File: src/rtl/cec_ack_pkg.sv
// Shared types for the acknowledge generator.
package cec_ack_pkg;
    typedef enum logic [1:0] {
        ST_IDLE  = 2'd0,
        ST_DELAY = 2'd1,
        ST_HOLD  = 2'd2,
        ST_WAIT  = 2'd3
    } ack_st_t;
endpackage

File: src/rtl/cec_edge_sampler.sv
// Samples the filtered bus level on each tick and flags a high-to-low
// change between two consecutive tick samples.
// Assumes: lvl is already synchronised and filtered.
module cec_edge_sampler (
    input  logic clk,
    input  logic rst_n,
    input  logic tick,
    input  logic lvl,
    output logic fall
);
    logic smp_q;

    // Keep the previous tick sample (idle bus reads high).
    always_ff @(posedge clk) begin
        if (!rst_n)    smp_q <= 1'b1;
        else if (tick) smp_q <= lvl;
    end

    // Edge is valid only on the tick that sees the low sample.
    assign fall = tick & smp_q & ~lvl;
endmodule

File: src/rtl/cec_addr_gate.sv
// Decides whether the current acknowledge slot should be answered:
// header by direct address compare, data by the remembered header result.
// Assumes: capture pulses once per acknowledge edge accepted by the FSM.
module cec_addr_gate #(
    parameter int ADDR_W = 4
) (
    input  logic              clk,
    input  logic              rst_n,
    input  logic              clear,
    input  logic              capture,
    input  logic              hdr_blk,
    input  logic [ADDR_W-1:0] blk_dest,
    input  logic [ADDR_W-1:0] my_addr,
    output logic              resp
);
    logic match_q;
    logic hit;

    assign hit  = (blk_dest == my_addr);
    assign resp = hdr_blk ? hit : match_q;

    // Remember the header verdict for the following data blocks.
    always_ff @(posedge clk) begin
        if (!rst_n || clear)          match_q <= 1'b0;
        else if (capture && hdr_blk)  match_q <= hit;
    end
endmodule

File: src/rtl/cec_ack_fsm.sv
// Sequences the acknowledge slot: offset delay, fixed hold, then the
// watch for the following bit with a selectable timeout.
// Assumes: tick is a one-cycle enable; fall is only valid with tick.
module cec_ack_fsm
    import cec_ack_pkg::*;
#(
    parameter int HOLD_TICKS = 50,
    parameter int NC_W       = 2,
    parameter int TO_SEL_W   = 2,
    parameter int TO_UNIT    = 48
) (
    input  logic                clk,
    input  logic                rst_n,
    input  logic                tick,
    input  logic                fall,
    input  logic                ack_next,
    input  logic                clear,
    input  logic                resp,
    input  logic [NC_W-1:0]     nc_dly,
    input  logic [TO_SEL_W-1:0] tmo_sel,
    output logic                capture,
    output logic                pull_low,
    output logic                irq_done,
    output logic                irq_to
);
    localparam int TO_MAX = TO_UNIT * (2 ** TO_SEL_W);
    localparam int CNT_MX = (HOLD_TICKS > TO_MAX) ? HOLD_TICKS : TO_MAX;
    localparam int CNT_W  = $clog2(CNT_MX + 1);
    localparam logic [CNT_W-1:0] HOLD_LAST = CNT_W'(HOLD_TICKS - 1);

    ack_st_t          st;
    logic [CNT_W-1:0] cnt;
    logic             resp_q;
    logic [CNT_W-1:0] thr_last;
    logic [CNT_W-1:0] dly_last;

    assign thr_last = CNT_W'(TO_UNIT * (int'(tmo_sel) + 1) - 1);
    assign dly_last = CNT_W'(nc_dly) - CNT_W'(1);

    // Accept an acknowledge edge when not already inside a window.
    assign capture  = fall & ack_next & ~clear & ((st == ST_IDLE) | (st == ST_WAIT));
    assign pull_low = (st == ST_HOLD) & resp_q;

    // Main sequencer, counting in sample ticks.
    always_ff @(posedge clk) begin
        if (!rst_n) begin
            st       <= ST_IDLE;
            cnt      <= '0;
            resp_q   <= 1'b0;
            irq_done <= 1'b0;
            irq_to   <= 1'b0;
        end else begin
            irq_done <= 1'b0;
            irq_to   <= 1'b0;
            if (clear) begin
                st     <= ST_IDLE;
                cnt    <= '0;
                resp_q <= 1'b0;
            end else if (capture) begin
                resp_q <= resp;
                cnt    <= '0;
                st     <= (nc_dly == '0) ? ST_HOLD : ST_DELAY;
            end else if (tick) begin
                case (st)
                    ST_DELAY: begin
                        if (cnt == dly_last) begin
                            st  <= ST_HOLD;
                            cnt <= '0;
                        end else begin
                            cnt <= cnt + 1'b1;
                        end
                    end
                    ST_HOLD: begin
                        if (cnt == HOLD_LAST) begin
                            st       <= ST_WAIT;
                            cnt      <= '0;
                            irq_done <= 1'b1;
                        end else begin
                            cnt <= cnt + 1'b1;
                        end
                    end
                    ST_WAIT: begin
                        if (fall) begin
                            st  <= ST_IDLE;
                            cnt <= '0;
                        end else if (cnt == thr_last) begin
                            st     <= ST_IDLE;
                            cnt    <= '0;
                            irq_to <= 1'b1;
                        end else begin
                            cnt <= cnt + 1'b1;
                        end
                    end
                    default: cnt <= '0;
                endcase
            end
        end
    end
endmodule

File: src/rtl/cec_err_irq.sv
// Turns receive-error pulses into one interrupt strobe unless masked.
// Assumes: each err_in bit is a pulse from the companion receiver.
module cec_err_irq #(
    parameter int ERR_W = 3
) (
    input  logic             clk,
    input  logic             rst_n,
    input  logic [ERR_W-1:0] err_in,
    input  logic             err_mask,
    output logic             irq_err
);
    // Register the gated OR of all error sources.
    always_ff @(posedge clk) begin
        if (!rst_n) irq_err <= 1'b0;
        else        irq_err <= (|err_in) & ~err_mask;
    end
endmodule

File: src/rtl/cec_ack_responder.sv
// Follower acknowledge generator for an open-drain control bus.
// Assumes: a companion receiver supplies start_det, ack_next, hdr_blk,
// blk_dest and err_in; the line is never driven high, only pulled low.
module cec_ack_responder #(
    parameter int ADDR_W     = 4,
    parameter int HOLD_TICKS = 50,
    parameter int NC_W       = 2,
    parameter int TO_SEL_W   = 2,
    parameter int TO_UNIT    = 48,
    parameter int ERR_W      = 3
) (
    input  logic                clk,
    input  logic                rst_n,
    input  logic                smp_tick,
    input  logic                bus_lvl,
    input  logic                start_det,
    input  logic                ack_next,
    input  logic                hdr_blk,
    input  logic [ADDR_W-1:0]   blk_dest,
    input  logic [ADDR_W-1:0]   my_addr,
    input  logic [NC_W-1:0]     nc_dly,
    input  logic [TO_SEL_W-1:0] tmo_sel,
    input  logic                err_mask,
    input  logic [ERR_W-1:0]    err_in,
    output logic                pull_low,
    output logic                irq_ack_done,
    output logic                irq_timeout,
    output logic                irq_rx_err
);
    logic fall;
    logic capture;
    logic resp;

    cec_edge_sampler u_edge (
        .clk   (clk),
        .rst_n (rst_n),
        .tick  (smp_tick),
        .lvl   (bus_lvl),
        .fall  (fall)
    );

    cec_addr_gate #(.ADDR_W(ADDR_W)) u_gate (
        .clk      (clk),
        .rst_n    (rst_n),
        .clear    (start_det),
        .capture  (capture),
        .hdr_blk  (hdr_blk),
        .blk_dest (blk_dest),
        .my_addr  (my_addr),
        .resp     (resp)
    );

    cec_ack_fsm #(
        .HOLD_TICKS (HOLD_TICKS),
        .NC_W       (NC_W),
        .TO_SEL_W   (TO_SEL_W),
        .TO_UNIT    (TO_UNIT)
    ) u_fsm (
        .clk      (clk),
        .rst_n    (rst_n),
        .tick     (smp_tick),
        .fall     (fall),
        .ack_next (ack_next),
        .clear    (start_det),
        .resp     (resp),
        .nc_dly   (nc_dly),
        .tmo_sel  (tmo_sel),
        .capture  (capture),
        .pull_low (pull_low),
        .irq_done (irq_ack_done),
        .irq_to   (irq_timeout)
    );

    cec_err_irq #(.ERR_W(ERR_W)) u_err (
        .clk      (clk),
        .rst_n    (rst_n),
        .err_in   (err_in),
        .err_mask (err_mask),
        .irq_err  (irq_rx_err)
    );
endmodule

File: config.mk
export PLATFORM = sky130hd
export DESIGN_NAME = cec_ack_responder
export DESIGN_NICKNAME = d
export VERILOG_FILES = /design/src/rtl/cec_ack_pkg.sv /design/src/rtl/cec_edge_sampler.sv /design/src/rtl/cec_addr_gate.sv /design/src/rtl/cec_ack_fsm.sv /design/src/rtl/cec_err_irq.sv /design/src/rtl/cec_ack_responder.sv
export SDC_FILE = /design/constraint.sdc
export NUM_CORES = 1
export LEC_CHECK = 0
export BUFFER_PORTS_ARGS = -buffer_cell sky130_fd_sc_hd__buf_2
export CAP_MARGIN = 0
export CORE_MARGIN = 1
export CORE_UTILIZATION = 52
export CTS_CLUSTER_SIZE = 20
export DETAILED_ROUTE_END_ITERATION = 16
export GPL_TIMING_DRIVEN = 1
export PLACE_DENSITY = 0.82
export SLEW_MARGIN = 20
export SYNTH_ARGS = -nofsm -noshare
export SYNTH_HDL_FRONTEND = slang
export SYNTH_SLANG_ARGS = --single-unit
export TNS_END_PERCENT = 50
File: constraint.sdc
create_clock -name clk -period 2.5 [get_ports clk]
set_input_delay 0.25 -clock clk [delete_from_list [all_inputs] [get_ports clk]]
set_output_delay 0.25 -clock clk [all_outputs]
set_load 0.005 [all_outputs]
==> impl_metrics.toml <==
[run_status]
status = "complete, no violations"

[drt]
ant_nets = 0
wl_per_cell_um = 13.9
wirelength_um = 2560
drt_iter0_markers = 64
firstDrtPassIters = 4
vias_per_cell = 5.80
drc = 0
via_count = 1067

[synthesis]
syn_area_mm2 = 0.00112
synthesis.nets = 164
ys_ff_latch = 16
synth-main-ff-cell = "dfxtp_1"
async_flop_share_pct = 0
synth-edff-count = 0
avgSynthCellArea_um2 = 8.52
ys_seq_area_share_pct = 28.7
ys_types = 41
yosys_warnings = 0
synth_cells = 131
synth_top_area_share_pct = 28.7
synth.largest_area_cell = "dfxtp_1"
synth_area_leaders = "dfxtp_1, ha_1, xor2_1, nand2_1, xnor2_1"

[timing]
whs_ns = 0.108
worst_pin_slew_ns = 0.515
fin_setup_tns_ns = 0
slew_headroom_pct = 65.5
setup_viol = 0
period_needed_ns = 2.16
maxSlewViolCount = 0
final-hold-violation-count = 0
worst_slack_ns = 0.336
finalCritPeriodShare_pct = 86.6
maxClockFrequency_mhz = 462
skew_ns = 0.000643
rsz0062_at_grt = "no"

[worst_setup_path]
arrival_ns = 2.35
reg2reg_to = "u_fsm.cnt[7]"
r2r_cells = 7
endpoint = "u_fsm.cnt[7]"
worstSetupPathType = "reg -> reg"
reg2reg_slack_ns = 0.34
cp_data_required_time_ns = 2.69
crit_start = "u_fsm.cnt[0]"
startpoint_type = "flop"
worstPathMaxFanout = 8
r2r_start = "u_fsm.cnt[0]"
cp-end-kind = "flop"

[clock_network]
tritoncts = "yes"
cts.htree.levels = 1
cts_setup_buffers = 0
clockRootBuffer = "clkbuf_4"
cts_buffers = 3
ctsLongestPathBuffers = 2
clk_pin_slew_ns = 0.09
clock-sinks = 16
cts_resized = 0
clk-insertion-delay-late_ns = 0.29
cts_hold_buf = 0

[floorplanning]
fp.dieW_um = 48.3
core_area_mm2 = 0.00198
row_count = 16
io_pins = 27
initial_utilization_pct = 56.3
die_y_um = 48.3
dieArea_mm2 = 0.00234

[global_routing]
grt_max_degree = 13
grt.overflow.total = 0
grt_pass1_wl_um = 4480
track_usage_pct = 24.0
grt_antenna_before_repair = 0
grt_pass1_vias = 1093

[finish]
mostFrequentLayoutCells = "buf_2, dfxtp_1, nand2_1"
layout.nets = 192
antennaDiodeCount = 0
multi_input_area_um2 = 751
seqCellArea_um2 = 320
final_area_mm2 = 0.00129
areaGrowthSynthToFinish_pct = 16.0
layout_commonest_cell = "buf_2"
fillCellCount = 178
drive_gt1_share_pct = 24.2

[job]
drv_cap = 0

[pwr]
p_leak_nw = 0.557
power.density_mw_per_mm2 = 358
irDropWorstVdd_v = 0.000254

[placed_design]
pre_cts_slack_ns = 0.264
place_area_mm2 = 0.00127
dp_hpwl_um = 2020
io_buffers = 26
gp_congestion = 0.878

[worst_hold_path]
hold_class = "in -> reg"
## stage by stage
| stage | instances | total power, mW | utilization, % |
|---|---|---|---|
| finish | 184 | 0.464 | 65.3 |
| CTS | 184 | 0.466 | 65.3 |
| global placement | 181 | 0.329 | 64.2 |
| global route | 184 | 0.491 | 65.3 |
| floorplan | 131 | 0.303 | - |
| detailed placement | 181 | 0.334 | 64.2 |
## area by class of cell
class                   count  share of cell area (%)
clock buffers               3                    1.74
inverters                   8                    2.32
multi-input cells         103                    58.0
flip-flops and latches     16                    24.7
well taps                  27                    2.61
repair buffers             27                    10.6
## where the power goes
| part | switching [mW] | internal, mW | total, mW |
|---|---|---|---|
| Combinational | 0.0364 | 0.0329 | 0.0694 |
| Clock | 0.0802 | 0.0560 | 0.136 |
| Sequential | 0.00127 | 0.257 | 0.258 |
## per-layer routing
metal / share of wire, % / vias up / global-route usage (%)
li1: - / 525 / -
met1: 41 / 482 / 28.3
met2: 50 / 53 / 42.5
met3: 7.3 / 7 / 3.77
met4: 1.8 / 0 / 11.3
met5: 0 / - / 0
## synth_stat cells, drive strengths merged, types with 3 or more instances
cell and instances:
clkbuf 4, nand2b 4, nor2 8, dfxtp 16, nor4 4, nand3b 3, o21ai 7, inv 8
nor3 4, a21oi 6, a21o 4, xnor2 4, ha 10, nand2 11, o22ai 3, nand3 4
xor2 5
## kinds of logic (layout without fill, tap and decap cells)
| kind of cell | Yosys count | in the layout | share of synthesized area, % |
|---|---|---|---|
| buf+inv | 12 | 38 | 4.04 |
| fa+ha+maj | 10 | 10 | 11.2 |
| mux | 3 | 3 | 2.80 |
| compound gates | 29 | 29 | 18.3 |
| simple gates | 52 | 52 | 27.9 |
| xor+xnor | 9 | 9 | 7.06 |
| flops | 16 | 16 | 28.7 |
## worst max-delay path, cell delays in order (launching register included)
cell and delay [ns]:
dfxtp_1 0.44, ha_1 0.22, nand3_1 0.17, a211oi_1 0.33
a31oi_1 0.25, o211ai_4 0.33, o22ai_1 0.13, a21o_1 0.19
## sequential cells by signal, summed over array words and instances, names as in the netlist
name	count
u_edge.smp_q	1
u_fsm.irq_to	1
u_gate.match_q	1
u_err.irq_err	1
u_fsm.irq_done	1
u_fsm.resp_q	1
u_fsm.cnt	8
u_fsm.st	2
## how the worst min path moves through the flow
stage             start            end  slack, ns  depth (start not counted)
3_5_place_dp   err_mask  u_err.irq_err       0.41                          2
2_1_floorplan     rst_n   u_edge.smp_q       0.31                          1
4_1_cts        err_mask  u_err.irq_err       0.11                          2
3_3_place_gp   err_mask  u_err.irq_err       0.41                          2
6_report       err_mask  u_err.irq_err       0.11                          2
5_1_grt        err_mask  u_err.irq_err       0.09                          2
Note: power is estimated with default switching activity, not from simulation.
